**config.mk**
```make
export PLATFORM = sky130hd
export DESIGN_NAME = rx_desc_wb
export DESIGN_NICKNAME = d
export VERILOG_FILES = /design/src/rtl/rxr_pkg.sv /design/src/rtl/rxr_ring_ptr.sv /design/src/rtl/rxr_lane_pack.sv /design/src/rtl/rx_desc_wb.sv
export SDC_FILE = /design/constraint.sdc
export NUM_CORES = 1
export LEC_CHECK = 0
export BUFFER_PORTS_ARGS = -buffer_cell sky130_fd_sc_hd__buf_4
export CORE_MARGIN = 1.5
export CORE_UTILIZATION = 35
export CTS_BUF_LIST = sky130_fd_sc_hd__clkbuf_2 sky130_fd_sc_hd__clkbuf_4 sky130_fd_sc_hd__clkbuf_8
export CTS_CLUSTER_SIZE = 20
export DETAILED_ROUTE_END_ITERATION = 12
export PLACE_DENSITY = 0.68
export RECOVER_POWER = 25
export SLEW_MARGIN = 20
export SYNTH_ARGS = -nofsm -noshare
export SYNTH_HDL_FRONTEND = slang
export SYNTH_HIERARCHICAL = 1
export SYNTH_SLANG_ARGS = --single-unit
```
**constraint.sdc**
```tcl
create_clock -name clk -period 4.5 [get_ports clk]
set_clock_uncertainty 0.2 [all_clocks]
set_input_delay 0.9 -clock clk [delete_from_list [all_inputs] [get_ports clk]]
set_output_delay 0.9 -clock clk [all_outputs]
set_load 0.01 [all_outputs]
```
**src/rtl/rxr_pkg.sv**
```systemverilog
package rxr_pkg;
  typedef enum logic [2:0] {
    ST_IDLE,
    ST_RD,
    ST_RWAIT,
    ST_DATA,
    ST_STAT,
    ST_DONE
  } rxr_state_e;

  localparam int OWN_BIT    = 31;
  localparam int END_BIT    = 31;
  localparam int FIRST_BIT  = 29;
  localparam int LAST_BIT   = 28;
  localparam int ERR_HI     = 22;
  localparam int ERR_LO     = 19;
  localparam int BUSERR_BIT = 18;
  localparam int CAST_HI    = 17;
  localparam int CAST_LO    = 16;
endpackage

```
**src/rtl/rxr_ring_ptr.sv**
```systemverilog
module rxr_ring_ptr #(
  parameter int AW   = 32,
  parameter int IDXW = 8
) (
  input  logic          clk,
  input  logic          rst_n,
  input  logic [AW-1:0] base,
  input  logic          clr,
  input  logic          adv,
  input  logic          wrap,
  input  logic [1:0]    word_sel,
  output logic [AW-1:0] desc_addr
);
  logic [IDXW-1:0] idx_q, idx_d;

  always_comb begin
    idx_d = idx_q;
    if (clr)      idx_d = '0;
    else if (adv) idx_d = wrap ? '0 : idx_q + 1'b1;
  end

  always_ff @(posedge clk or negedge rst_n) begin
    if (!rst_n) idx_q <= '0;
    else        idx_q <= idx_d;
  end

  assign desc_addr = base + (AW'(idx_q) << 4) + (AW'(word_sel) << 2);
endmodule

```
**src/rtl/rxr_lane_pack.sv**
```systemverilog
module rxr_lane_pack #(
  parameter int AW   = 32,
  parameter int LENW = 11
) (
  input  logic [AW-1:0]   buf_addr,
  input  logic [LENW-1:0] hw_idx,
  input  logic [15:0]     hw_data,
  input  logic            last_odd,
  output logic [AW-1:0]   wr_addr,
  output logic [3:0]      wr_be,
  output logic [31:0]     wr_data
);
  logic [AW-1:0] byte_addr;

  always_comb begin
    byte_addr = buf_addr + (AW'(hw_idx) << 1);
    wr_addr   = {byte_addr[AW-1:2], 2'b00};
    if (byte_addr[1]) wr_be = last_odd ? 4'b0100 : 4'b1100;
    else              wr_be = last_odd ? 4'b0001 : 4'b0011;
    wr_data   = {hw_data, hw_data};
  end
endmodule

```
**src/rtl/rx_desc_wb.sv**
```systemverilog
module rx_desc_wb
  import rxr_pkg::*;
#(
  parameter int AW   = 32,
  parameter int IDXW = 8,
  parameter int LENW = 11
) (
  input  logic            clk,
  input  logic            rst_n,
  input  logic            cfg_en,
  input  logic [AW-1:0]   cfg_ring_base,
  input  logic            poll_demand,
  input  logic            frm_valid,
  input  logic [LENW-1:0] frm_len,
  input  logic [3:0]      frm_err,
  input  logic [1:0]      frm_cast,
  output logic [LENW-2:0] frm_rd_idx,
  input  logic [15:0]     frm_rd_data,
  output logic            frm_done,
  output logic            mem_req,
  output logic            mem_we,
  output logic [AW-1:0]   mem_addr,
  output logic [3:0]      mem_be,
  output logic [31:0]     mem_wdata,
  input  logic            mem_gnt,
  input  logic            mem_rvalid,
  input  logic [31:0]     mem_rdata,
  output logic            ev_rx_ok,
  output logic            ev_no_buf
);
  rxr_state_e      state_q, state_d;
  logic [1:0]      sel_q, sel_d;
  logic            stall_q, stall_d;
  logic            end_q, end_d;
  logic [AW-1:0]   bufa_q, bufa_d;
  logic [LENW-1:0] clen_q, clen_d;
  logic [LENW-1:0] hw_q, hw_d;
  logic            berr_q, berr_d;
  logic            rxok_q, rxok_d;
  logic            nobuf_q, nobuf_d;
  logic            done_q, done_d;

  logic            adv, ptr_clr;
  logic [1:0]      ptr_sel;
  logic [AW-1:0]   desc_addr;
  logic [LENW:0]   hw_sum;
  logic [LENW-1:0] hw_total;
  logic            data_done, last_odd;
  logic [LENW-1:0] bsz;
  logic [AW-1:0]   lp_addr;
  logic [3:0]      lp_be;
  logic [31:0]     lp_data;
  logic [31:0]     stat_word;

  assign ptr_clr = !cfg_en && (state_q == ST_IDLE);
  assign ptr_sel = (state_q == ST_STAT) ? 2'b00 : sel_q;

  rxr_ring_ptr #(.AW(AW), .IDXW(IDXW)) u_ptr (
    .clk       (clk),
    .rst_n     (rst_n),
    .base      (cfg_ring_base),
    .clr       (ptr_clr),
    .adv       (adv),
    .wrap      (end_q),
    .word_sel  (ptr_sel),
    .desc_addr (desc_addr)
  );

  assign hw_sum    = {1'b0, clen_q} + 1'b1;
  assign hw_total  = hw_sum[LENW:1];
  assign data_done = (hw_q == hw_total);
  assign last_odd  = clen_q[0] && ((hw_q + 1'b1) == hw_total);
  assign bsz       = mem_rdata[LENW-1:0];

  rxr_lane_pack #(.AW(AW), .LENW(LENW)) u_lane (
    .buf_addr (bufa_q),
    .hw_idx   (hw_q),
    .hw_data  (frm_rd_data),
    .last_odd (last_odd),
    .wr_addr  (lp_addr),
    .wr_be    (lp_be),
    .wr_data  (lp_data)
  );

  always_comb begin
    stat_word                     = '0;
    stat_word[FIRST_BIT]          = 1'b1;
    stat_word[LAST_BIT]           = 1'b1;
    stat_word[ERR_HI:ERR_LO]      = frm_err;
    stat_word[BUSERR_BIT]         = berr_q;
    stat_word[CAST_HI:CAST_LO]    = frm_cast;
    stat_word[LENW-1:0]           = berr_q ? '0 : clen_q;
  end

  // next-state process
  always_comb begin
    state_d = state_q;
    sel_d   = sel_q;
    stall_d = stall_q;
    end_d   = end_q;
    bufa_d  = bufa_q;
    clen_d  = clen_q;
    hw_d    = hw_q;
    berr_d  = berr_q;
    rxok_d  = 1'b0;
    nobuf_d = 1'b0;
    done_d  = 1'b0;
    adv     = 1'b0;
    if (poll_demand) stall_d = 1'b0;
    case (state_q)
      ST_IDLE: begin
        if (cfg_en && frm_valid && !stall_q) begin
          state_d = ST_RD;
          sel_d   = 2'd0;
        end
      end
      ST_RD: begin
        if (mem_gnt) state_d = ST_RWAIT;
      end
      ST_RWAIT: begin
        if (mem_rvalid) begin
          case (sel_q)
            2'd0: begin
              if (!mem_rdata[OWN_BIT]) begin
                nobuf_d = 1'b1;
                stall_d = 1'b1;
                state_d = ST_IDLE;
              end else begin
                sel_d   = 2'd1;
                state_d = ST_RD;
              end
            end
            2'd1: begin
              end_d   = mem_rdata[END_BIT];
              clen_d  = (frm_len < bsz) ? frm_len : bsz;
              sel_d   = 2'd2;
              state_d = ST_RD;
            end
            default: begin
              bufa_d = mem_rdata[AW-1:0];
              hw_d   = '0;
              if (mem_rdata[1:0] == 2'b10) begin
                berr_d  = 1'b0;
                state_d = ST_DATA;
              end else begin
                berr_d  = 1'b1;
                state_d = ST_STAT;
              end
            end
          endcase
        end
      end
      ST_DATA: begin
        if (data_done)    state_d = ST_STAT;
        else if (mem_gnt) hw_d    = hw_q + 1'b1;
      end
      ST_STAT: begin
        if (mem_gnt) begin
          adv     = 1'b1;
          done_d  = 1'b1;
          rxok_d  = !(|frm_err) && !berr_q;
          state_d = ST_DONE;
        end
      end
      ST_DONE: state_d = ST_IDLE;
      default: state_d = ST_IDLE;
    endcase
  end

  // register process
  always_ff @(posedge clk or negedge rst_n) begin
    if (!rst_n) begin
      state_q <= ST_IDLE;
      sel_q   <= 2'd0;
      stall_q <= 1'b0;
      end_q   <= 1'b0;
      bufa_q  <= '0;
      clen_q  <= '0;
      hw_q    <= '0;
      berr_q  <= 1'b0;
      rxok_q  <= 1'b0;
      nobuf_q <= 1'b0;
      done_q  <= 1'b0;
    end else begin
      state_q <= state_d;
      sel_q   <= sel_d;
      stall_q <= stall_d;
      end_q   <= end_d;
      bufa_q  <= bufa_d;
      clen_q  <= clen_d;
      hw_q    <= hw_d;
      berr_q  <= berr_d;
      rxok_q  <= rxok_d;
      nobuf_q <= nobuf_d;
      done_q  <= done_d;
    end
  end

  assign mem_req    = (state_q == ST_RD) || (state_q == ST_STAT) ||
                      ((state_q == ST_DATA) && !data_done);
  assign mem_we     = (state_q == ST_DATA) || (state_q == ST_STAT);
  assign mem_addr   = (state_q == ST_DATA) ? lp_addr : desc_addr;
  assign mem_be     = (state_q == ST_DATA) ? lp_be : 4'hF;
  assign mem_wdata  = (state_q == ST_STAT) ? stat_word : lp_data;
  assign frm_rd_idx = hw_q[LENW-2:0];
  assign frm_done   = done_q;
  assign ev_rx_ok   = rxok_q;
  assign ev_no_buf  = nobuf_q;
endmodule

```
==> run_results.csv, run 1 <==
group,metric,value,unit
run_status,status,"complete, but fails checks",
run_status,violations,"max-capacitance violations, max-slew violations",
logic_synthesis,syn_area_per_cell,8.22,µm²
worst_setup_path,cp-end-kind,"output pin",
sta,finalCritPeriodShare,0.965,
worst_setup_path,regToRegStartpoint,"hw_q[8]",
clocking,numCtsBuffers,9,
clocking,path_clk_slew,0.08,ns
worst_setup_path,crit_path_start_kind,"register",
grt,grt_start_max_net_pins,73,
grt,grt_first_pass_wirelength,32.5,mm
pwr,powerDensity,410,nW/µm²
placed_design,place_area,8360,µm²
clocking,htree_levels,3,
final_layout,drive_above_1_share,0.300,
floorplan,die-width,145,µm
worst_setup_path,cpLargestDelayFamily,"simple AND/OR/NAND/NOR gates",
worst_setup_path,cp.required,3.40,ns
flow_run,maxCapViolations,1,
floorplan,core_region_area,19700,µm²
final_layout,final_area,8610,µm²
pwr,p_leak,4.14,nW
worst_setup_path,cp_cell_sequence,"nand3_1, nor4_1, xor2_1, xnor2_1, nor4_1, o21ai_0, a21oi_2, nor2_1, or2_2, buf_4",
sta,slew_headroom,-0.209,
drt,drt-total-wl,20.3,mm
logic_synthesis,netlist_area,7080,µm²
placed_design,place.gp.congestion,0.899,
worst_hold_path,hp-class,"reg2reg",
clocking,clockBufferDepth,2,
clocking,cts_tree,"yes",
placed_design,place_hpwl,16.2,mm
worst_setup_path,crit_buf_inv,1,
worst_setup_path,worstPathArrival,3.24,ns
sta,layout_setup_ws,0.158,ns
sta,worst_slew_pin_slew,1.81,ns
clocking,insertion_delay,0.37,ns
sta,rsz0062_at_grt,"no",
placed_design,pre_cts_ws,0.378,ns
drt,drcViolationCount,0,
worst_setup_path,cpMaxStageDelayCell,"dfrtp_1",
sta,slew_viol_final,73,
clocking,cts_root_buffer,"clkbuf_8",
grt,overflow,0,
drt,vias,6438,
sta,fmaxAchievable,230,MHz
pwr,vdd_drop_max,0.000183,V
drt,avgRoutedWirePerCell,16.2,µm
logic_synthesis,syn_inst,861,
grt,grt_pass1_vias,6113,
sta,hold_viol_final,0,
final_layout,n_antenna_cell,0,
clocking,cts_sinks,72,
grt,grtUsageTotal,0.190,
logic_synthesis,ys_warn_count,6,
sta,fin_crit,4.34,ns
drt,drtIter0Drc,402,
worst_setup_path,worstSetupStartpoint,"hw_q[2]",
sta,setup-tns-final,0,ns
worst_setup_path,cpPeakStageDelay,0.63,ns
worst_setup_path,crit_fanout,12,
drt,ant_nets,0,
floorplan,num_rows,51,
floorplan,start_util,0.360,
floorplan,die_y,145,µm
final_layout,fillCellCount,1998,
drt,dr.pass1.iters,5,
final_layout,area_delta_synth_final,21.6,%
final_layout,fin_nets,1126,
floorplan,dieArea,21100,µm²
worst_setup_path,path_common_cell,"nor4_1",
drt,viasPerCell,5.13,
worst_hold_path,hold_path.startpoint,"bufa_q[11]",
floorplan,ios,187,
sta,setup_violations,0,
placed_design,port_buffers,186,
grt,antenna_found_initial,0,
worst_setup_path,critical_path_class,"reg2out",
worst register-to-register path, cell delays in order, from the launching register on:
cell and delay (ns):
dfrtp_1 0.49, xnor2_1 0.49, xnor2_1 0.18, a31oi_1 0.11, o311a_1 0.32, or4_1 0.53, buf_4 0.23, nor2b_4 0.14
or3_1 0.40
power by group:
group / switching, W / leakage [nW] / internal (W) / total, W
clock: 0.000261 / 0.102 / 0.000289 / 0.000550
sequential: 0.000299 / 0.963 / 0.000829 / 0.00113
combinational: 0.000942 / 3.07 / 0.000906 / 0.00185
total: 0.00150 / 4.14 / 0.00202 / 0.00353
stage by stage:
| step | utilization | std cells | hold WS (ns) | power [W] |
|---|---|---|---|---|
| after detailed placement | 0.425 | 1237 | 0.278 | 0.00296 |
| after CTS | 0.436 | 1253 | 0.298 | 0.00353 |
| after global placement | 0.425 | 1237 | 0.271 | 0.00293 |
| after floorplan | - | 862 | 0.252 | 0.00230 |
| after global routing | 0.438 | 1256 | 0.334 | 0.00380 |
| final | 0.438 | 1256 | 0.291 | 0.00353 |
layout by cell type (no fill, tap or decap), types with 4 or more instances in the layout:
cell type	count
o211ai_1	5
o2111ai_1	8
dfrtp_1	69
xor2_1	21
o211ai_2	5
and4_1	4
nor2b_1	4
a21o_1	10
mux2i_1	21
nor3_1	11
o21ai_0	54
nor4_1	8
and2_1	15
buf_4	201
nand2_1	136
nand3_1	32
xnor2_1	62
or3_1	4
nand4_1	9
clkbuf_8	11
nor4b_2	4
or2_2	4
ha_1	34
a21oi_1	36
mux2_2	40
nor2_1	38
and3_1	20
nand2b_1	17
inv_1	29
layout make-up:
class                   instances  area [µm²]  share of cell area
well taps                     265         332              0.0385
multi-input cells             672        4630               0.538
repair buffers                202        1510               0.176
flip-flops and latches         72        1810               0.210
inverters                      29         109              0.0126
clock inverters                 5        62.6             0.00727
clock buffers                  11         151              0.0176
state kept, by name, indices dropped and copies added (netlist names):
name,cells
u_ptr/idx_q,8
hw_q,11
bufa_q,31
end_q,1
stall_q,1
state_q,3
clen_q,11
frm_done,1
ev_no_buf,1
ev_rx_ok,1
berr_q,1
sel_q,2
repair_timing:
item                                   in CTS  in global routing
resized for setup                           0                  5
buffers inserted                            0                  3
hold buffers                                0                  0
endpoints found under the hold margin       0                  0
setup endpoints to repair                   0                 20
per-layer routing:
layer | part of all wire | up-vias | global-route usage
met5 | 0 | - | 0
li1 | - | 3229 | -
met4 | 0.013 | 0 | 0.0464
met3 | 0.051 | 21 | 0.0352
met1 | 0.48 | 3031 | 0.271
met2 | 0.46 | 157 | 0.293
worst paths after layout:
kind                       slack (ns)  depth (start not counted)          to
max                              0.16                         10   mem_be[1]
min                              0.29                          2  bufa_q[11]
max reg2reg                      1.31                          8  state_q[0]
min reg2reg                      0.29                          2  bufa_q[11]
max in group asynchronous        2.08                          1  state_q[1]
min in group asynchronous        0.80                          1  bufa_q[21]
Power figures use the tool's default switching activity.
==> inputs of run 2 (changes only) <==
Settings changed: ABC_AREA set to 1, PLACE_DENSITY 0.68 to 0.65, SKIP_CTS_REPAIR_TIMING set to 1.
==> run_results.csv, run 2 <==
group,metric,value,unit
pwr,p_leak,5.42,nW
pwr,powerDensity,325,nW/µm²
grt,grtUsageTotal,0.215,
placed_design,place_hpwl,20.9,mm
grt,grt_pass1_vias,8349,
clocking,insertion_delay,0.37,ns
grt,overflow,0,
final_layout,top_regs,"bufa_q x31, clen_q x11, hw_q x11",
worst_setup_path,cpPeakStageDelay,0.44,ns
drt,viasPerCell,4.91,
sta,fmaxAchievable,243,MHz
floorplan,die-width,155,µm
placed_design,pre_cts_ws,0.678,ns
floorplan,num_rows,55,
grt,grt_first_pass_wirelength,41.4,mm
final_layout,final_area,9600,µm²
worst_setup_path,cp-end-kind,"output pin",
worst_setup_path,crit_path_start_kind,"register",
final_layout,drive_above_1_share,0.202,
logic_synthesis,syn_inst,1342,
placed_design,port_buffers,186,
worst_setup_path,cp.required,3.40,ns
worst_setup_path,cpMaxStageDelayCell,"fa_1",
drt,drtIter0Drc,586,
final_layout,n_antenna_cell,0,
pwr,p_total,0.00312,W
floorplan,dieArea,24000,µm²
floorplan,ios,187,
placed_design,place.gp.congestion,0.936,
worst_setup_path,critical_path_class,"reg2out",
clocking,numCtsBuffers,9,
pwr,vdd_drop_max,0.000214,V
worst_setup_path,cp_cell_sequence,"nor2_1, inv_1, nor2_1, buf_4, nor2_1, inv_1, fa_1, inv_1, nand3_1, nand3_1, nand3_1, nand3_2, xor2_1, nand2_1, nand2_1, buf_4",
sta,hold_viol_final,0,
clocking,htree_levels,3,
placed_design,place_area,9440,µm²
sta,setup-tns-final,0,ns
sta,rsz0062_at_grt,"no",
clocking,path_clk_slew,0.08,ns
drt,drcViolationCount,0,
sta,fin_crit,4.11,ns
sta,whs,0.307,ns
final_layout,fillCellCount,2474,
worst_setup_path,worstPathArrival,3.01,ns
final_layout,layout_commonest_cell,"nand2_1",
final_layout,layout_common_cells,"nand2_1, buf_4, inv_1",
clocking,cts_tree,"yes",
logic_synthesis,syn_area_per_cell,6.03,µm²
sta,slew_headroom,-0.269,
sta,worst_slew_pin_slew,1.90,ns
final_layout,largest_reg_flops,31,
sta,slew_viol_final,73,
final_layout,fin_nets,1613,
floorplan,die_y,155,µm
drt,ant_nets,0,
grt,grt_start_max_net_pins,73,
clocking,cts_sinks,72,
clocking,cts_root_buffer,"clkbuf_8",
sta,finalCritPeriodShare,0.913,
floorplan,core_region_area,22600,µm²
logic_synthesis,ys_warn_count,6,
final_layout,area_delta_synth_final,18.7,%
clocking,clockBufferDepth,2,
sta,layout_setup_ws,0.391,ns
grt,antenna_found_initial,0,
drt,vias,8652,
final_layout,top_register,"bufa_q",
logic_synthesis,netlist_area,8090,µm²
worst_setup_path,crit_fanout,21,
worst_hold_path,hp-class,"reg2reg",
drt,dr.pass1.iters,5,
drt,drt-total-wl,25.4,mm
run_status,status,"complete, but fails checks",
floorplan,start_util,0.357,
flow_run,maxCapViolations,1,
sta,setup_violations,0,
run_status,violations,"max-capacitance violations, max-slew violations",
drt,avgRoutedWirePerCell,14.4,µm
## run 2: worst max-delay path: cells and delay by family (launching register included)
| family | cells | cell delay (ns) |
|---|---|---|
| and+or+nand+nor | 9 | 1.03 |
| buffers and inverters | 5 | 0.58 |
| adders and majority gates | 1 | 0.44 |
| DFF | 1 | 0.42 |
| xor gates and xnor gates | 1 | 0.17 |
## run 2: path summary, 6_finish.rpt
| path | from | to | slack (ns) | cells past startpoint |
|---|---|---|---|---|
| max in group asynchronous | rst_n | bufa_q[25] | 2.13 | 1 |
| worst max-delay path | state_q[0] | mem_addr[14] | 0.39 | 16 |
| worst min-delay path | bufa_q[6] | bufa_q[6] | 0.31 | 2 |
| min in group asynchronous | rst_n | hw_q[1] | 0.86 | 1 |
| worst min register to register | bufa_q[6] | bufa_q[6] | 0.31 | 2 |
| worst max register to register | state_q[1] | u_ptr/idx_q[7] | 1.83 | 15 |
## run 2: metrics by stage
stage                      util  instances
after floorplan               -       1343
after global placement    0.417       1747
after detailed placement  0.417       1747
after CTS                 0.424       1762
after global routing      0.424       1762
final                     0.424       1762
## run 2: area by class of cell
type,instances,area (µm²),area share
tap,285,357,0.0372
clock inverter,4,22.5,0.00235
multi-input combinational,1007,5120,0.533
timing repair buffer,193,1450,0.151
clock buffer,11,139,0.0145
inverter,190,713,0.0743
sequential,72,1800,0.188
## run 2: per-layer routing
metal | vias to the layer above | track usage | wire [µm]
li1 | 4412 | - | -
met1 | 3967 | 0.270 | 11200
met2 | 250 | 0.385 | 12400
met3 | 23 | 0.0320 | 1450
met4 | 0 | 0.0513 | 332
met5 | - | 0 | 0
## run 2: where the power goes
| group | switching, W | internal [W] | leakage, nW |
|---|---|---|---|
| registers | 0.000176 | 0.000791 | 0.958 |
| logic | 0.00102 | 0.000664 | 4.37 |
| clock network | 0.000258 | 0.000207 | 0.0858 |
